<file path="config.mk">
export PLATFORM = sky130hd
export DESIGN_NAME = moesi_coherence_ctrl
export DESIGN_NICKNAME = d
export VERILOG_FILES = /design/src/rtl/moesi_pkg.sv /design/src/rtl/moesi_state_array.sv /design/src/rtl/moesi_local_ctrl.sv /design/src/rtl/moesi_snoop_ctrl.sv /design/src/rtl/moesi_coherence_ctrl.sv
export SDC_FILE = /design/constraint.sdc
export NUM_CORES = 1
export LEC_CHECK = 0
export ABC_AREA = 0
export ABC_CLOCK_PERIOD_IN_PS = 5700
export BUFFER_PORTS_ARGS = -buffer_cell sky130_fd_sc_hd__buf_2
export CORE_UTILIZATION = 55
export CTS_BUF_LIST = sky130_fd_sc_hd__clkbuf_4 sky130_fd_sc_hd__clkbuf_8
export CTS_CLUSTER_SIZE = 20
export DETAILED_ROUTE_END_ITERATION = 6
export PLACE_DENSITY = 0.82
export SLEW_MARGIN = 40
export SYNTH_ARGS = -nofsm -noshare
export SYNTH_HDL_FRONTEND = slang
export SYNTH_SLANG_ARGS = --single-unit
</file>
<file path="constraint.sdc">
create_clock -name clk -period 5.7 [get_ports clk]
set_input_delay 0.285 -clock clk [delete_from_list [all_inputs] [get_ports clk]]
set_output_delay 0.285 -clock clk [all_outputs]
set_load 0.02 [all_outputs]
</file>
<file path="src/rtl/moesi_pkg.sv">
// Shared encodings for the coherence controller.
// Assumes all parties on the bus use the same command encoding.
package moesi_pkg;

    typedef enum logic [2:0] {
        LS_INV = 3'd0,
        LS_SHR = 3'd1,
        LS_EXC = 3'd2,
        LS_OWN = 3'd3,
        LS_MOD = 3'd4
    } line_state_e;

    typedef enum logic [2:0] {
        BC_NONE   = 3'd0,
        BC_READ   = 3'd1,
        BC_READX  = 3'd2,
        BC_INVAL  = 3'd3,
        BC_UPDATE = 3'd4,
        BC_WBACK  = 3'd5
    } bus_cmd_e;

    typedef enum logic [1:0] {
        OP_READ  = 2'd0,
        OP_WRITE = 2'd1,
        OP_EVICT = 2'd2,
        OP_NONE  = 2'd3
    } req_op_e;

endpackage

</file>
<file path="src/rtl/moesi_state_array.sv">
// Per-line coherence state storage with one write port and two read
// ports (local side and snoop side). Assumes at most one write per cycle.
module moesi_state_array
    import moesi_pkg::*;
#(
    parameter int NLINES = 4,
    parameter int IDX_W  = $clog2(NLINES)
) (
    input  logic             clk,
    input  logic             rst_n,
    input  logic             wr_en,
    input  logic [IDX_W-1:0] wr_idx,
    input  line_state_e      wr_state,
    input  logic [IDX_W-1:0] rd_a_idx,
    output line_state_e      rd_a_state,
    input  logic [IDX_W-1:0] rd_b_idx,
    output line_state_e      rd_b_state
);

    line_state_e lines [NLINES];

    for (genvar g = 0; g < NLINES; g++) begin : g_line
        // Hold one line's state; clear to Invalid on reset.
        always_ff @(posedge clk) begin
            if (!rst_n)
                lines[g] <= LS_INV;
            else if (wr_en && wr_idx == IDX_W'(g))
                lines[g] <= wr_state;
        end
    end

    // Read ports are plain muxes over the line registers.
    always_comb begin
        rd_a_state = lines[rd_a_idx];
        rd_b_state = lines[rd_b_idx];
    end

endmodule

</file>
<file path="src/rtl/moesi_local_ctrl.sv">
// Decodes a local processor request against the line's current state.
// Decides whether a bus transaction is needed, which command it is, and
// the state the line ends in. Assumes the arbiter never grants in a cycle
// that also carries a snoop, and that the request is held until done.
module moesi_local_ctrl
    import moesi_pkg::*;
#(
    parameter bit WR_OWNED_UPDATE = 1'b0
) (
    input  logic        req_valid,
    input  req_op_e     req_op,
    input  line_state_e cur_state,
    input  logic        snp_busy,
    input  logic        bus_grant,
    input  logic        bus_shared_in,
    output logic        bus_req_valid,
    output bus_cmd_e    bus_req_cmd,
    output logic        req_done,
    output logic        upd_en,
    output line_state_e upd_state,
    output logic        dp_fill,
    output logic        dp_writeback
);

    logic need_bus;
    logic active;

    // Choose the bus command and the final state for this request.
    always_comb begin
        need_bus    = 1'b0;
        bus_req_cmd = BC_NONE;
        upd_state   = cur_state;
        unique case (req_op)
            OP_READ: begin
                if (cur_state == LS_INV) begin
                    need_bus    = 1'b1;
                    bus_req_cmd = BC_READ;
                    upd_state   = bus_shared_in ? LS_SHR : LS_EXC;
                end
            end
            OP_WRITE: begin
                unique case (cur_state)
                    LS_EXC: upd_state = LS_MOD;
                    LS_OWN: begin
                        need_bus = 1'b1;
                        if (WR_OWNED_UPDATE) begin
                            bus_req_cmd = BC_UPDATE;
                            upd_state   = LS_OWN;
                        end else begin
                            bus_req_cmd = BC_INVAL;
                            upd_state   = LS_MOD;
                        end
                    end
                    LS_SHR: begin
                        need_bus    = 1'b1;
                        bus_req_cmd = BC_INVAL;
                        upd_state   = LS_MOD;
                    end
                    LS_INV: begin
                        need_bus    = 1'b1;
                        bus_req_cmd = BC_READX;
                        upd_state   = LS_MOD;
                    end
                    default: upd_state = cur_state;
                endcase
            end
            OP_EVICT: begin
                if (cur_state == LS_MOD || cur_state == LS_OWN) begin
                    need_bus    = 1'b1;
                    bus_req_cmd = BC_WBACK;
                end
                upd_state = LS_INV;
            end
            default: upd_state = cur_state;
        endcase
    end

    // Handshake with the bus and completion toward the processor.
    always_comb begin
        active        = req_valid && !snp_busy;
        bus_req_valid = active && need_bus;
        req_done      = active && (!need_bus || bus_grant);
        upd_en        = req_done && (upd_state != cur_state);
        dp_fill       = active && need_bus && bus_grant &&
                        (bus_req_cmd == BC_READ || bus_req_cmd == BC_READX);
        dp_writeback  = active && need_bus && bus_grant &&
                        (bus_req_cmd == BC_WBACK);
    end

endmodule

</file>
<file path="src/rtl/moesi_snoop_ctrl.sv">
// Reacts to a transaction snooped from a peer cache in a single cycle.
// Assumes peers obey the protocol (no update arrives for an owned line).
module moesi_snoop_ctrl
    import moesi_pkg::*;
(
    input  logic        snp_valid,
    input  bus_cmd_e    snp_cmd,
    input  line_state_e snp_state,
    output logic        snp_shared,
    output logic        dp_supply,
    output logic        dp_take_upd,
    output logic        upd_en,
    output line_state_e upd_state
);

    logic dirty;

    // Decide response strobes and the line's next state.
    always_comb begin
        dirty       = (snp_state == LS_MOD) || (snp_state == LS_OWN);
        snp_shared  = snp_valid && (snp_state != LS_INV);
        dp_supply   = 1'b0;
        dp_take_upd = 1'b0;
        upd_state   = snp_state;
        if (snp_valid) begin
            unique case (snp_cmd)
                BC_READ: begin
                    dp_supply = dirty;
                    if (snp_state == LS_MOD) upd_state = LS_OWN;
                    if (snp_state == LS_EXC) upd_state = LS_SHR;
                end
                BC_READX, BC_INVAL: begin
                    dp_supply = dirty;
                    upd_state = LS_INV;
                end
                BC_UPDATE: dp_take_upd = (snp_state == LS_SHR);
                default:   upd_state   = snp_state;
            endcase
        end
        upd_en = snp_valid && (upd_state != snp_state);
    end

endmodule

</file>
<file path="src/rtl/moesi_coherence_ctrl.sv">
// Top of the coherence controller: state array plus local and snoop
// decoders. A snoop has priority; the local side stalls while one is
// present, so at most one line update happens per cycle.
module moesi_coherence_ctrl
    import moesi_pkg::*;
#(
    parameter int NLINES          = 4,
    parameter bit WR_OWNED_UPDATE = 1'b0,
    localparam int IDX_W          = $clog2(NLINES)
) (
    input  logic             clk,
    input  logic             rst_n,
    input  logic             req_valid,
    input  logic [1:0]       req_op,
    input  logic [IDX_W-1:0] req_idx,
    output logic             req_done,
    output logic [2:0]       cur_state,
    output logic             bus_req_valid,
    output logic [2:0]       bus_req_cmd,
    output logic [IDX_W-1:0] bus_req_idx,
    input  logic             bus_grant,
    input  logic             bus_shared_in,
    input  logic             snp_valid,
    input  logic [2:0]       snp_cmd,
    input  logic [IDX_W-1:0] snp_idx,
    output logic             snp_shared,
    output logic             dp_supply,
    output logic             dp_writeback,
    output logic             dp_fill,
    output logic             dp_take_upd
);

    line_state_e      loc_state, snp_state;
    line_state_e      loc_next, snp_next;
    logic             loc_upd, snp_upd;
    bus_cmd_e         loc_cmd;
    logic             wr_en;
    logic [IDX_W-1:0] wr_idx;
    line_state_e      wr_state;

    moesi_state_array #(.NLINES(NLINES), .IDX_W(IDX_W)) u_array (
        .clk(clk), .rst_n(rst_n),
        .wr_en(wr_en), .wr_idx(wr_idx), .wr_state(wr_state),
        .rd_a_idx(req_idx), .rd_a_state(loc_state),
        .rd_b_idx(snp_idx), .rd_b_state(snp_state)
    );

    moesi_local_ctrl #(.WR_OWNED_UPDATE(WR_OWNED_UPDATE)) u_local (
        .req_valid(req_valid), .req_op(req_op_e'(req_op)),
        .cur_state(loc_state), .snp_busy(snp_valid),
        .bus_grant(bus_grant), .bus_shared_in(bus_shared_in),
        .bus_req_valid(bus_req_valid), .bus_req_cmd(loc_cmd),
        .req_done(req_done), .upd_en(loc_upd), .upd_state(loc_next),
        .dp_fill(dp_fill), .dp_writeback(dp_writeback)
    );

    moesi_snoop_ctrl u_snoop (
        .snp_valid(snp_valid), .snp_cmd(bus_cmd_e'(snp_cmd)),
        .snp_state(snp_state), .snp_shared(snp_shared),
        .dp_supply(dp_supply), .dp_take_upd(dp_take_upd),
        .upd_en(snp_upd), .upd_state(snp_next)
    );

    // Merge the two update sources, snoop first.
    always_comb begin
        wr_en    = snp_upd || loc_upd;
        wr_idx   = snp_upd ? snp_idx  : req_idx;
        wr_state = snp_upd ? snp_next : loc_next;
    end

    // Drive the port-level views.
    always_comb begin
        cur_state   = loc_state;
        bus_req_cmd = loc_cmd;
        bus_req_idx = req_idx;
    end

endmodule

</file>
---- After elaboration in Yosys (flattened, before gate mapping) ----
Memories as Yosys holds them, arrays and structs flattened.
Index checks and enable logic that the tools add are counted.
storage, ports and cells
  flip-flop bits (word level) ............. 0
  RAM bits ................................ 12
  input bits .............................. 15
  output and inout bits ................... 15
  word-level logic and storage cells ...... 95
  memories ................................ 1
memories
  name           depth  bits a word  read ports  clocked after memory_dff  wr ports  RTL line                 source
  u_array.lines  4      3            2           0                         4         moesi_state_array.sv:20  line_state_e lines [NLINES];
cells by class
  eq/ne operators ......................... 22
  muxes and demuxes ....................... 39
  bitwise logic cells ..................... 4
  reductions and logical operators ........ 29
operators with widths
  operator                                        count
  two-way mux 3 bit                               11
  == test 3 x 2 -> 1 bit (second input constant)  7
  two-way mux 1 bit                               21
  one-hot mux 3 bit (3 select lines)              2
  logical AND 1 bit                               13
  == test 3 x 1 -> 1 bit (second input constant)  4
  == test 3 bit (second input constant)           4
  == test 2 bit (second input constant)           3
  inequality test 3 bit                           2
  one-hot mux 3 bit (2 select lines)              1
  OR reduction 3 bit                              2
  logical OR 1 bit                                5
  == test 2 x 1 -> 1 bit (second input constant)  2
  logical NOT 2 bit                               2
  two-way mux 2 bit                               2
  OR 1 bit                                        4
  one-hot mux 2 bit (2 select lines)              1
  OR reduction 2 bit                              2
  OR reduction 4 bit                              1
  logical NOT 3 bit                               1
  one-hot mux 1 bit (3 select lines)              1
  nonzero test 3 bit                              1
  logical NOT 1 bit                               2

---- Depth between registers and ports, before layout ----
Gate-level depths: netlist of the first run.
An unclocked memory read counts as a cell.
  depth after elaboration ................. 15
  depth in mapped cells ................... 8
  gate-level depth less buffers ........... 6

---- Modules after synthesis ----
Synthesis of the first run repeated with hierarchy kept, for this count alone.
unflattened totals
  cells, all modules ...................... 118
  area total of the unflattened synthesis .. 1173.6 um2
by module, submodules not included
  module                instances  cells an instance  area an instance (um2)  sequential area each (um2)
  moesi_state_array     1          41                 668.1                   360.3
  moesi_local_ctrl      1          45                 269.0                   0.0
  moesi_snoop_ctrl      1          24                 158.9                   0.0
  moesi_coherence_ctrl  1          8                  77.6                    0.0

---- Least setup slack after synthesis of the first run ----
OpenSTA, ideal clock, no wires.
  path kind ............................... input port to output port
  start point ............................. input port req_idx[0]
  end point ............................... output port bus_req_valid
  arrival ................................. 2.126 ns
  data required time ...................... 5.415 ns
  setup slack ............................. 3.289 ns
  cell stages on the path ................. 8
  path buffers ............................ 2
  path through ............................ buf_6 > mux4_2 > buf_6 > nor2b_1 > nand2_1 > a21oi_1 > a311oi_1 > nor2_1
on the way
  cells in the longest elaborated chain, start to end .. 6
  elaborated cells on any way between the ends .. 12
  those cells by class .................... 3 x eq/ne; 4 x mux; 4 x reduce/logical; 1 x memory
RTL lines
  element                                                                         RTL line                                        source
  start: declaration                                                              moesi_coherence_ctrl.sv:15                      input logic [IDX_W-1:0] req_idx,
  memory read (4 x 3 bit) (*)                                                     n/a
  named net cur_state[2]                                                          moesi_coherence_ctrl.sv:17                      output logic [2:0] cur_state,
  == test 3 x 1 -> 1 bit (tied with other cells)                                  moesi_local_ctrl.sv:42                          unique case (cur_state)
  OR reduction 3 bit (no source line) / logical OR 1 bit (equally long branches)  n/a
  two-way mux 1 bit (on tied branches)                                            moesi_local_ctrl.sv:42, moesi_local_ctrl.sv:68
  one-hot mux 1 bit (3 select lines) (*)                                          moesi_local_ctrl.sv:33                          unique case (req_op)
  logical AND 1 bit (*)                                                           moesi_local_ctrl.sv:81                          bus_req_valid = active && need_bus;
  end: declaration                                                                moesi_coherence_ctrl.sv:18                      output logic bus_req_valid,
The timed path passes the listed nets; every way through them passes the cells marked *.

==> results.md, run 1 <==
- Antenna fix cells: 0
- FF+latch count, synth: 12
- Die ar.: 2380 µm²
- Synth warn: 0
- Hold Fails Final Rpt: 0
- CTS Buf Count: 3
- Drt drc: 0
- EDFF count, synth: 12
- CTS tree: built
- Vias in the first global route: between 1,000 and 1,500
- Area delta synth->final: 11.8%
- Pin count of the biggest net entering global routing: 13
- DR pass1 iterations: 4
- Crit path DAT: 2.46 ns
- Routed Antenna Nets: 0
- Die Y: roughly 49 µm
- Largest Register: u_array.lines
- Std cell rows: 16
- Pre-CTS setup slack: around 2.9 ns
- Worst-Margin Slew: roughly 0.80 ns
- Dpl hpwl: around 2.2 mm
- Root Buffer: clkbuf_4
- Syn Area/Cell: 9.28 µm²
- Synth area leaders: edfxtp_1 (30%), mux4_2 (9.3%), nor2_1 (5.0%)
- Max-cap violations: 0
- Cell count after synthesis: between 100 and 150
- Sink Count: 12
- Largest register FFs: 12
- Hold WC Path Type: in -> reg
- Antenna violations before repair: 0
- Most instantiated library cell after synthesis: nor2_1
- Nature of the critical path endpoint: output port
- Synth Net Count: approximately 150
- Setup bufs post-CTS: 0
- Critical Path Start Type: register
- CTS max path bufs: 2
- Seq/Total Area, Yosys: approximately 30%
- Initial DRC count: 34
- Layout cells sized above 1: 26.6%
- Setup violators final: 0
- Synth cell count leaders: nor2_1 (16), edfxtp_1 (12), nand2_1 (8)
- Outcome: finished clean
- Global Route Usage Sum: roughly a quarter
- Clk_lat worst skew: 0.27 ns
- Wirelength, routed: around 2.8 mm
- Hold-fix buffers, CTS: 0
- Fin crit period: ~2.7 ns
- First-pass GRT wire length: 4.51 mm
- RSZ-0062 raised after global routing: false
- Reg clk slew, reported paths: about 0.070 ns
- Nets: between 150 and 200
- FMAX: between 300 and 400 MHz
- Core Area: 2000 µm²
- Initial Util: 60.3%
- Crit Path Class: reg -> out
- Share of the synthesized area in the top cell type: approximately 30%
- Top flop regs: u_array.lines: 12 flops
- CP required: 5.41 ns
- Max-slew violation count: 0
- Post-route cell area: 1350 µm²
- Fin crit share: about half
- Gpl congestion: between 0.8 and 0.9
- Worst Skew: a little under 0.004 ns
- Post-synthesis cell type count: between 40 and 50
- Vias after detailed routing: about 1,100
- Min setup slack post-route: 2.95 ns
- Setup TNS: 0 ns
- Power Density: between 150 and 200 nW/µm²
- Critical Path Fanout Max: 10
- Synth Cell Area: around 1200 µm²
- Main flop type after synthesis: edfxtp_1
- H-Tree Depth: 1
- IO Pins: 30
- DR WL/cell: 15.4 µm
- Final core utilization: 67.4%
- Total gr overflow: 0
- Vias per cell: around 6.3
- Peak VDD IR: 0.119 mV
- Synth area leader: edfxtp_1
- Die X: 48.8 µm
- Rel. slew slack: roughly 46%
- Resized Gates After CTS: 0
- Buffers on Ports: 29
- Placed inst area: between 1000 and 1500 µm²
- Post-synth ARST share: 0%
- Static leakage: 0.564 nW
- Total power draw: about 0.24 mW
## metrics by stage
step | hold WS [ns] | instances
3_3_place_gp | 0.700 | 177
4_1_cts | 0.438 | 181
5_1_grt | 0.440 | 181
6_report | 0.444 | 181
3_5_place_dp | 0.715 | 177
2_1_floorplan | 0.508 | 130
## layout make-up
| type | count | area (µm²) |
|---|---|---|
| Multi-Input combinational cell | 103 | 761 |
| Fill cell | 164 | 653 |
| Sequential cell | 12 | 360 |
| Timing Repair Buffer | 29 | 145 |
| Tap cell | 27 | 33.8 |
| Clock buffer | 3 | 22.5 |
| Inverter | 6 | 22.5 |
| Clock inverter | 1 | 3.75 |
## report_power, final
part / switching, mW / internal [mW] / leakage (nW)
Combinational: 0.0538 / 0.0340 / 0.424
Clock: 0.0265 / 0.0253 / 0.0154
Sequential: 0.00320 / 0.102 / 0.125
## layer usage
metal	part of all wire [%]	vias up	global-route usage, %
met5	0	-	0
met3	6.7	4	1.25
met1	39	531	29.7
met4	0.75	0	9.80
met2	54	56	46.3
li1	-	549	-
## worst paths after layout
path                                startpoint                                 to  slack [ns]  depth (start not counted)
min reg2reg  u_array.lines[0][2]$_SDFFCE_PN0P_  u_array.lines[0][2]$_SDFFCE_PN0P_        1.16                          4
min                                      rst_n  u_array.lines[3][0]$_SDFFCE_PN0P_        0.44                          2
max reg2reg  u_array.lines[3][2]$_SDFFCE_PN0P_  u_array.lines[2][0]$_SDFFCE_PN0P_        3.04                          6
max          u_array.lines[1][1]$_SDFFCE_PN0P_                           req_done        2.95                          5
## cell families (layout without fill, tap and decap cells)
logic type / count (synthesis) / after routing / synth area share [%]
muxes: 10 / 10 / 14.8
and+or+nand+nor: 69 / 69 / 32.7
AOI/OAI and AO/OA: 23 / 23 / 14.8
buffers and inverters: 15 / 39 / 7.05
DFF: 12 / 12 / 29.9
xor gates and xnor gates: 1 / 1 / 0.726
## cell usage in the layout, fill, tap and decap left out, types with 2 or more instances in the layout
cell type	Yosys	routed
nor2b_1	5	5
nand3_1	4	4
nor2_1	16	16
nand2b_1	5	5
inv_1	6	6
nor3_1	6	6
a32oi_1	4	4
buf_2	2	29
mux2i_1	4	4
nand2_1	8	8
nand4_1	3	3
a21oi_1	2	2
and3_1	5	5
nor4_1	4	4
mux4_2	5	5
a32o_1	2	2
clkbuf_4	0	3
edfxtp_1	12	12
o21ai_0	3	3
a21boi_0	2	2
a2bb2oi_1	2	2
## critical path, stage by stage, from the launching register on
cell,delay (ns)
edfxtp_1,0.42
mux4_1,0.72
and2b_1,0.24
a32o_1,0.28
nor3_2,0.30
buf_2,0.24
Power figures use the tool's default switching activity.
==> run 2: changes to the inputs <==
--- a/config.mk
+++ b/config.mk
@@ -6,13 +6,13 @@
 export NUM_CORES = 1
 export LEC_CHECK = 0
 export ABC_AREA = 0
-export ABC_CLOCK_PERIOD_IN_PS = 5700
+export ABC_CLOCK_PERIOD_IN_PS = 2350
 export BUFFER_PORTS_ARGS = -buffer_cell sky130_fd_sc_hd__buf_2
-export CORE_UTILIZATION = 55
+export CORE_UTILIZATION = 50
 export CTS_BUF_LIST = sky130_fd_sc_hd__clkbuf_4 sky130_fd_sc_hd__clkbuf_8
 export CTS_CLUSTER_SIZE = 20
 export DETAILED_ROUTE_END_ITERATION = 6
-export PLACE_DENSITY = 0.82
+export PLACE_DENSITY = 0.79
 export SLEW_MARGIN = 40
 export SYNTH_ARGS = -nofsm -noshare
 export SYNTH_HDL_FRONTEND = slang
==> constraint.sdc (replaced) <==
create_clock -name clk -period 2.35 [get_ports clk]
set_input_delay 0.1175 -clock clk [delete_from_list [all_inputs] [get_ports clk]]
set_output_delay 0.1175 -clock clk [all_outputs]
set_load 0.02 [all_outputs]
==> run 2 against run 1 <==
Net effect:
- the run now ends with setup timing left
- wire length up 22%
- total power rose to 2.8 times the previous value
- clock power is 150% higher
- cell count is 9.4% higher
- first-iteration DRC count increased by 5.9%
- global-route usage grew 1.8 points
- core utilization increased by 5.5 points
- critical endpoint is now u_array.lines[0][1]$_SDFFCE_PN0P_
- largest power group is now combinational cells
==> results.md, run 2 (same netlist as run 1, synthesis figures left out) <==
- Outcome: finished with violations (was finished clean)
- Failing checks: setup timing
- Largest Register: u_array.lines (unchanged)
- Nets: 186 (was 170)
- Finished Layout Cells: 198 (was 181)
- Rel. slew slack: 76.6% (was 45.6%)
- Fin crit period: roughly 2.4 ns
- CTS Buf Count: 3 (unchanged)
- Fin crit share: 102%
- Setup TNS: -0.488 ns (was 0 ns)
- Std cell rows: 17 (was 16)
- Hold-fix buffers, CTS: 0 (unchanged)
- IO Pins: 30 (unchanged)
- Hold Fails Final Rpt: 0 (unchanged)
- Total power draw: 0.674 mW (was 0.245 mW)
- Wirelength, routed: 3.39 mm (was 2.79 mm)
- Initial Util: 54.0% (was 60.3%)
- Reg clk slew, reported paths: 0.07 ns (about the same)
- Min setup slack post-route: -0.0485 ns (was 2.95 ns)
- Layout cells sized above 1: 47.6% (was 26.6%)
- Peak VDD IR: 0.350 mV (was 0.119 mV)
- Dpl hpwl: 2.47 mm (was 2.22 mm)
- Antenna fix cells: 0 (unchanged)
- Vias in the first global route: 1,127 (was 1,025)
- Commonest non-fill, non-tap cells in the layout: buf_2 (27), buf_4 (16), nor2_1 (15), edfxtp_1 (12), mux4_2 (6) (was buf_2 (29), nor2_1 (16), edfxtp_1 (12), nand2_1 (8))
- Gpl congestion: 0.956 (was 0.819)
- First-pass GRT wire length: 5.08 mm (was 4.51 mm)
- M2 GR Usage: 47.4% (was 46.3%)
- Placed inst area: 1430 µm² (was 1320 µm²)
- Root Buffer: clkbuf_4 (unchanged)
- Largest register FFs: 12 (unchanged)
- Static leakage: 0.663 nW (was 0.564 nW)
- Vias after detailed routing: 1,234 (was 1,140)
- Crit path DAT: 2.39 ns (was 2.46 ns)
- Critical Path Fanout Max: 4 (was 10)
- DR WL/cell: 17.1 µm (was 15.4 µm)
- Nature of the critical path endpoint: register (was output port)
- DR pass1 iterations: 4 (unchanged)
- Post-route cell area: 1630 µm² (was 1350 µm²)
- Vias per cell: 6.23 (was 6.30)
- Met3 GRT Util: 0.893% (was 1.25%)
- Die X: 51.1 µm (was 48.8 µm)
- Antenna violations before repair: 0 (unchanged)
- Setup violators final: 12 (was 0)
- CP required: 2.34 ns (was 5.41 ns)
- Met1 Track Usage GR: 35.0% (was 29.7%)
- Area delta synth->final: 35.0% (was 11.8%)
- Final core utilization: 72.9% (was 67.4%)
- Initial DRC count: 36 (was 34)
- Worst Skew: 0.00235 ns (was 0.00392 ns)
- Total gr overflow: 0 (unchanged)
- Buffers on Ports: 29 (unchanged)
- Die ar.: 2610 µm² (was 2380 µm²)
- H-Tree Depth: 1 (unchanged)
- Hold WC Path Type: in -> reg (unchanged)
- CTS tree: built (unchanged)
- Top flop regs: u_array.lines: 12 flops (unchanged)
- Max-slew violation count: 0 (unchanged)
- Power Density: 414 nW/µm² (was 181 nW/µm²)
- Global Route Usage Sum: 26.6% (was 24.8%)
- Worst-Margin Slew: 0.348 ns (was 0.805 ns)
- Global route hottest layer: met2 (unchanged)
- Pre-CTS setup slack: -0.0343 ns (was 2.86 ns)
- RSZ-0062 raised after global routing: true (was false)
- DP Cell Count: 192 (was 177)
- Drt drc: 0 (unchanged)
- Sink Count: 12 (unchanged)
- CTS max path bufs: 2 (unchanged)
- Clk_lat worst skew: 0.27 ns (about the same)
- Pin count of the biggest net entering global routing: 11 (was 13)
- Crit Path Class: reg -> reg (was reg -> out)
- Final hold slack: 0.267 ns (was 0.444 ns)
- Routed Antenna Nets: 0 (unchanged)
- FMAX: between 400 and 500 MHz
- Max-cap violations: 0 (unchanged)
- Core Area: 2230 µm² (was 2000 µm²)
- Die Y: 51.1 µm (was 48.8 µm)
- Critical Path Start Type: register (unchanged)
- Commonest non-fill, non-tap cell in the layout: buf_2 (unchanged)
## run 2: worst max-delay path, cell delays in order (launching register included)
cell and delay (ns):
edfxtp_1 0.44, mux4_2 0.55, nor2b_4 0.16, a32o_2 0.28, nor4_4 0.30, buf_6 0.19, a32oi_4 0.07, nand2_2 0.12
## run 2: final timing paths
check / start / to / slack, ns / depth (start not counted)
setup / recovery: u_array.lines[2][2]$_SDFFCE_PN0P_ / u_array.lines[0][1]$_SDFFCE_PN0P_ / -0.05 / 7
hold reg to reg: u_array.lines[2][1]$_SDFFCE_PN0P_ / u_array.lines[1][0]$_SDFFCE_PN0P_ / 1.22 / 7
hold / removal: rst_n / u_array.lines[1][0]$_SDFFCE_PN0P_ / 0.27 / 2
setup reg to reg: u_array.lines[2][2]$_SDFFCE_PN0P_ / u_array.lines[0][1]$_SDFFCE_PN0P_ / -0.05 / 7
## run 2: what timing repair did
action | CTS | global route
pin swaps | 0 | 16
buffers inserted | 0 | 1
cloned | 0 | 1
setup endpoints to repair | 14 | 26
resized for setup | 3 | 35
## run 2: area by class of cell
cell class | count | area [µm²]
repair buffers | 45 | 278
clock inverters | 1 | 3.75
well taps | 28 | 35.0
fillers | 167 | 606
flip-flops and latches | 12 | 360
multi-input cells | 103 | 906
inverters | 6 | 22.5
clock buffers | 3 | 22.5
## run 2: report_power, final
group,internal (mW),total (mW),switching (mW)
registers,0.247,0.255,0.00784
logic,0.126,0.290,0.164
clock network,0.0615,0.129,0.0676
total,0.435,0.674,0.239
## run 2: per-layer routing
layer | part of all wire [%] | wire length (µm)
met4 | 0.50 | 17
met2 | 54 | 1830
met3 | 4.5 | 154
met1 | 41 | 1390
met5 | 0 | 0
==> run 3: changes to the inputs <==
--- a/config.mk
+++ b/config.mk
@@ -6,13 +6,13 @@
 export NUM_CORES = 1
 export LEC_CHECK = 0
 export ABC_AREA = 0
-export ABC_CLOCK_PERIOD_IN_PS = 2350
+export ABC_CLOCK_PERIOD_IN_PS = 2900
 export BUFFER_PORTS_ARGS = -buffer_cell sky130_fd_sc_hd__buf_2
-export CORE_UTILIZATION = 50
+export CORE_UTILIZATION = 55
 export CTS_BUF_LIST = sky130_fd_sc_hd__clkbuf_4 sky130_fd_sc_hd__clkbuf_8
 export CTS_CLUSTER_SIZE = 20
 export DETAILED_ROUTE_END_ITERATION = 6
-export PLACE_DENSITY = 0.79
+export PLACE_DENSITY = 0.82
 export SLEW_MARGIN = 40
 export SYNTH_ARGS = -nofsm -noshare
 export SYNTH_HDL_FRONTEND = slang
==> constraint.sdc (replaced) <==
create_clock -name clk -period 2.9 [get_ports clk]
set_input_delay 0.145 -clock clk [delete_from_list [all_inputs] [get_ports clk]]
set_output_delay 0.145 -clock clk [all_outputs]
set_load 0.02 [all_outputs]
==> run 3 against run 2 <==
Net effect:
- the run now ends clean
- clock-buffer cell count stayed put
- non-clock buffer count is 14 lower
- maximum frequency is 7.5% lower
- wire length is 13% lower
- critical endpoint is now u_array.lines[0][0]$_SDFFCE_PN0P_
- highest routed layer unchanged
==> results.md, run 3 (same netlist as run 1, synthesis figures left out) <==
- Outcome: finished clean (was finished with violations)
- Reg2Reg Setup Slack: 0.31 ns (was -0.05 ns)
- RSZ-0062 raised after global routing: false (was true)
- Clk_lat worst skew: 0.28 ns (was 0.27 ns)
- Initial DRC count: 22 (was 36)
- Rel. slew slack: 58.0% (was 76.6%)
- Largest register FFs: 12 (unchanged)
- Commonest non-fill, non-tap cell in the layout: buf_2 (unchanged)
- Layout cells sized above 1: 27.7% (was 47.6%)
- R2r worst-path depth: 6 (was 7)
- DP Cell Count: 179 (was 192)
- Global Route Usage Sum: 26.3% (was 26.6%)
- Top flop regs: u_array.lines: 12 flops (unchanged)
- Buffers on Ports: 29 (unchanged)
- Sink Count: 12 (unchanged)
- Crit Path Class: reg -> reg (unchanged)
- Crit path DAT: 2.60 ns (was 2.39 ns)
- IO Pins: 30 (unchanged)
- Area delta synth->final: 12.8% (was 35.0%)
- Resized Gates After CTS: 0 (was 3)
- Critical Path Start: u_array.lines[0][1]$_SDFFCE_PN0P_ (was u_array.lines[2][2]$_SDFFCE_PN0P_)
- Initial Util: 60.3% (was 54.0%)
- Hold-fix buffers, CTS: 0 (unchanged)
- CTS Buf Count: 3 (unchanged)
- Fin crit share: 89.4% (was 102%)
- Finished Layout Cells: 182 (was 198)
- CP endpoint: u_array.lines[0][0]$_SDFFCE_PN0P_ (was u_array.lines[0][1]$_SDFFCE_PN0P_)
- Vias after detailed routing: 1,157 (was 1,234)
- Gpl congestion: 0.920 (was 0.956)
- Reg clk slew, reported paths: 0.07 ns (about the same)
- Max-cap violations: 0 (unchanged)
- CTS max path bufs: 2 (unchanged)
- Antenna fix cells: 0 (unchanged)
- Hold Fails Final Rpt: 0 (unchanged)
- CTS tree: built (unchanged)
- Power Density: 358 nW/µm² (was 414 nW/µm²)
- Hold WC Path Type: in -> reg (unchanged)
- Critical Path Fanout Max: 8 (was 4)
- Die ar.: 2380 µm² (was 2610 µm²)
- Worst-Margin Slew: 0.621 ns (was 0.348 ns)
- Commonest non-fill, non-tap cells in the layout: buf_2 (29), nor2_1 (16), edfxtp_1 (12), nand2_1 (8) (was buf_2 (27), buf_4 (16), nor2_1 (15), edfxtp_1 (12), mux4_2 (6))
- Die X: 48.8 µm (was 51.1 µm)
- DR WL/cell: 16.2 µm (was 17.1 µm)
- Routed Antenna Nets: 0 (unchanged)
- Setup TNS: 0 ns (was -0.488 ns)
- Core Area: 2000 µm² (was 2230 µm²)
- Setup bufs post-CTS: 0 (unchanged)
- Pre-CTS setup slack: 0.311 ns (was -0.0343 ns)
- FMAX: 386 MHz (was 417 MHz)
- Std cell rows: 16 (was 17)
- Die Y: 48.8 µm (was 51.1 µm)
- RR Startpoint: u_array.lines[0][1]$_SDFFCE_PN0P_ (was u_array.lines[2][2]$_SDFFCE_PN0P_)
- Final core utilization: 67.9% (was 72.9%)
- Total gr overflow: 0 (unchanged)
- Peak VDD IR: 0.319 mV (was 0.350 mV)
- Wirelength, routed: 2.96 mm (was 3.39 mm)
- Total power draw: 0.487 mW (was 0.674 mW)
- Vias in the first global route: 1,046 (was 1,127)
- Drt drc: 0 (unchanged)
- Vias per cell: 6.36 (was 6.23)
- Setup violators final: 0 (was 12)
- Max-slew violation count: 0 (unchanged)
- Dpl hpwl: 2.34 mm (was 2.47 mm)
- Worst Skew: 0.00391 ns (was 0.00235 ns)
- Antenna violations before repair: 0 (unchanged)
- CP required: 2.91 ns (was 2.34 ns)
- Nets: 172 (was 186)
- First-pass GRT wire length: 4.77 mm (was 5.08 mm)
- Pin count of the biggest net entering global routing: 13 (was 11)
- DR pass1 iterations: 4 (unchanged)
- Fin crit period: 2.59 ns (was 2.40 ns)
- FF-to-FF End: u_array.lines[0][0]$_SDFFCE_PN0P_ (was u_array.lines[0][1]$_SDFFCE_PN0P_)
- Root Buffer: clkbuf_4 (unchanged)
- Min setup slack post-route: 0.307 ns (was -0.0485 ns)
- H-Tree Depth: 1 (unchanged)
- Largest Register: u_array.lines (unchanged)
- Static leakage: 0.572 nW (was 0.663 nW)
- Nature of the critical path endpoint: register (unchanged)
- Critical Path Start Type: register (unchanged)
==> run 3: area by class of cell <==
class                   count  area, µm²
fillers                   166        642
flip-flops and latches     12        360
multi-input cells         103        761
inverters                   6       22.5
well taps                  27       33.8
repair buffers             31        160
clock buffers               3       22.5
==> run 3: per-stage QoR <==
step	hold slack (ns)	instance area, µm²
global placement	0.584	1340
floorplan	0.368	1210
global route	0.323	1360
finish	0.302	1360
CTS	0.293	1360
detailed placement	0.580	1340
==> run 3: worst min-delay path by stage <==
stage               start  depth (start not counted)  slack (ns)                           endpoint
CTS                 rst_n                          2        0.29  u_array.lines[3][0]$_SDFFCE_PN0P_
global route        rst_n                          2        0.32  u_array.lines[3][0]$_SDFFCE_PN0P_
detailed placement  rst_n                          2        0.58  u_array.lines[3][2]$_SDFFCE_PN0P_
finish              rst_n                          2        0.30  u_array.lines[3][2]$_SDFFCE_PN0P_
floorplan           rst_n                          1        0.37  u_array.lines[0][0]$_SDFFCE_PN0P_
global placement    rst_n                          2        0.58  u_array.lines[0][0]$_SDFFCE_PN0P_
==> run 3: critical path, stage by stage (launching register included) <==
cell and delay (ns):
edfxtp_1 0.46, mux4_2 0.60, nor3b_1 0.18, o211a_1 0.26
or2_1 0.30, a32oi_1 0.33, nand2_1 0.18
==> run 3: layer usage <==
layer | vias up | part of all wire (%) | GRT usage, %
met2 | 57 | 49 | 45.8
met4 | 0 | 3.2 | 13.7
met1 | 546 | 43 | 32.2
met5 | - | 0 | 0
li1 | 548 | - | -
met3 | 6 | 4.9 | 2.18
==> run 3: where the power goes <==
part	internal, mW	leakage (nW)	switching, mW	total [mW]
Combinational	0.0699	0.434	0.107	0.177
Clock	0.0482	0.0138	0.0545	0.103
Sequential	0.200	0.125	0.00702	0.207
Total	0.318	0.572	0.169	0.487
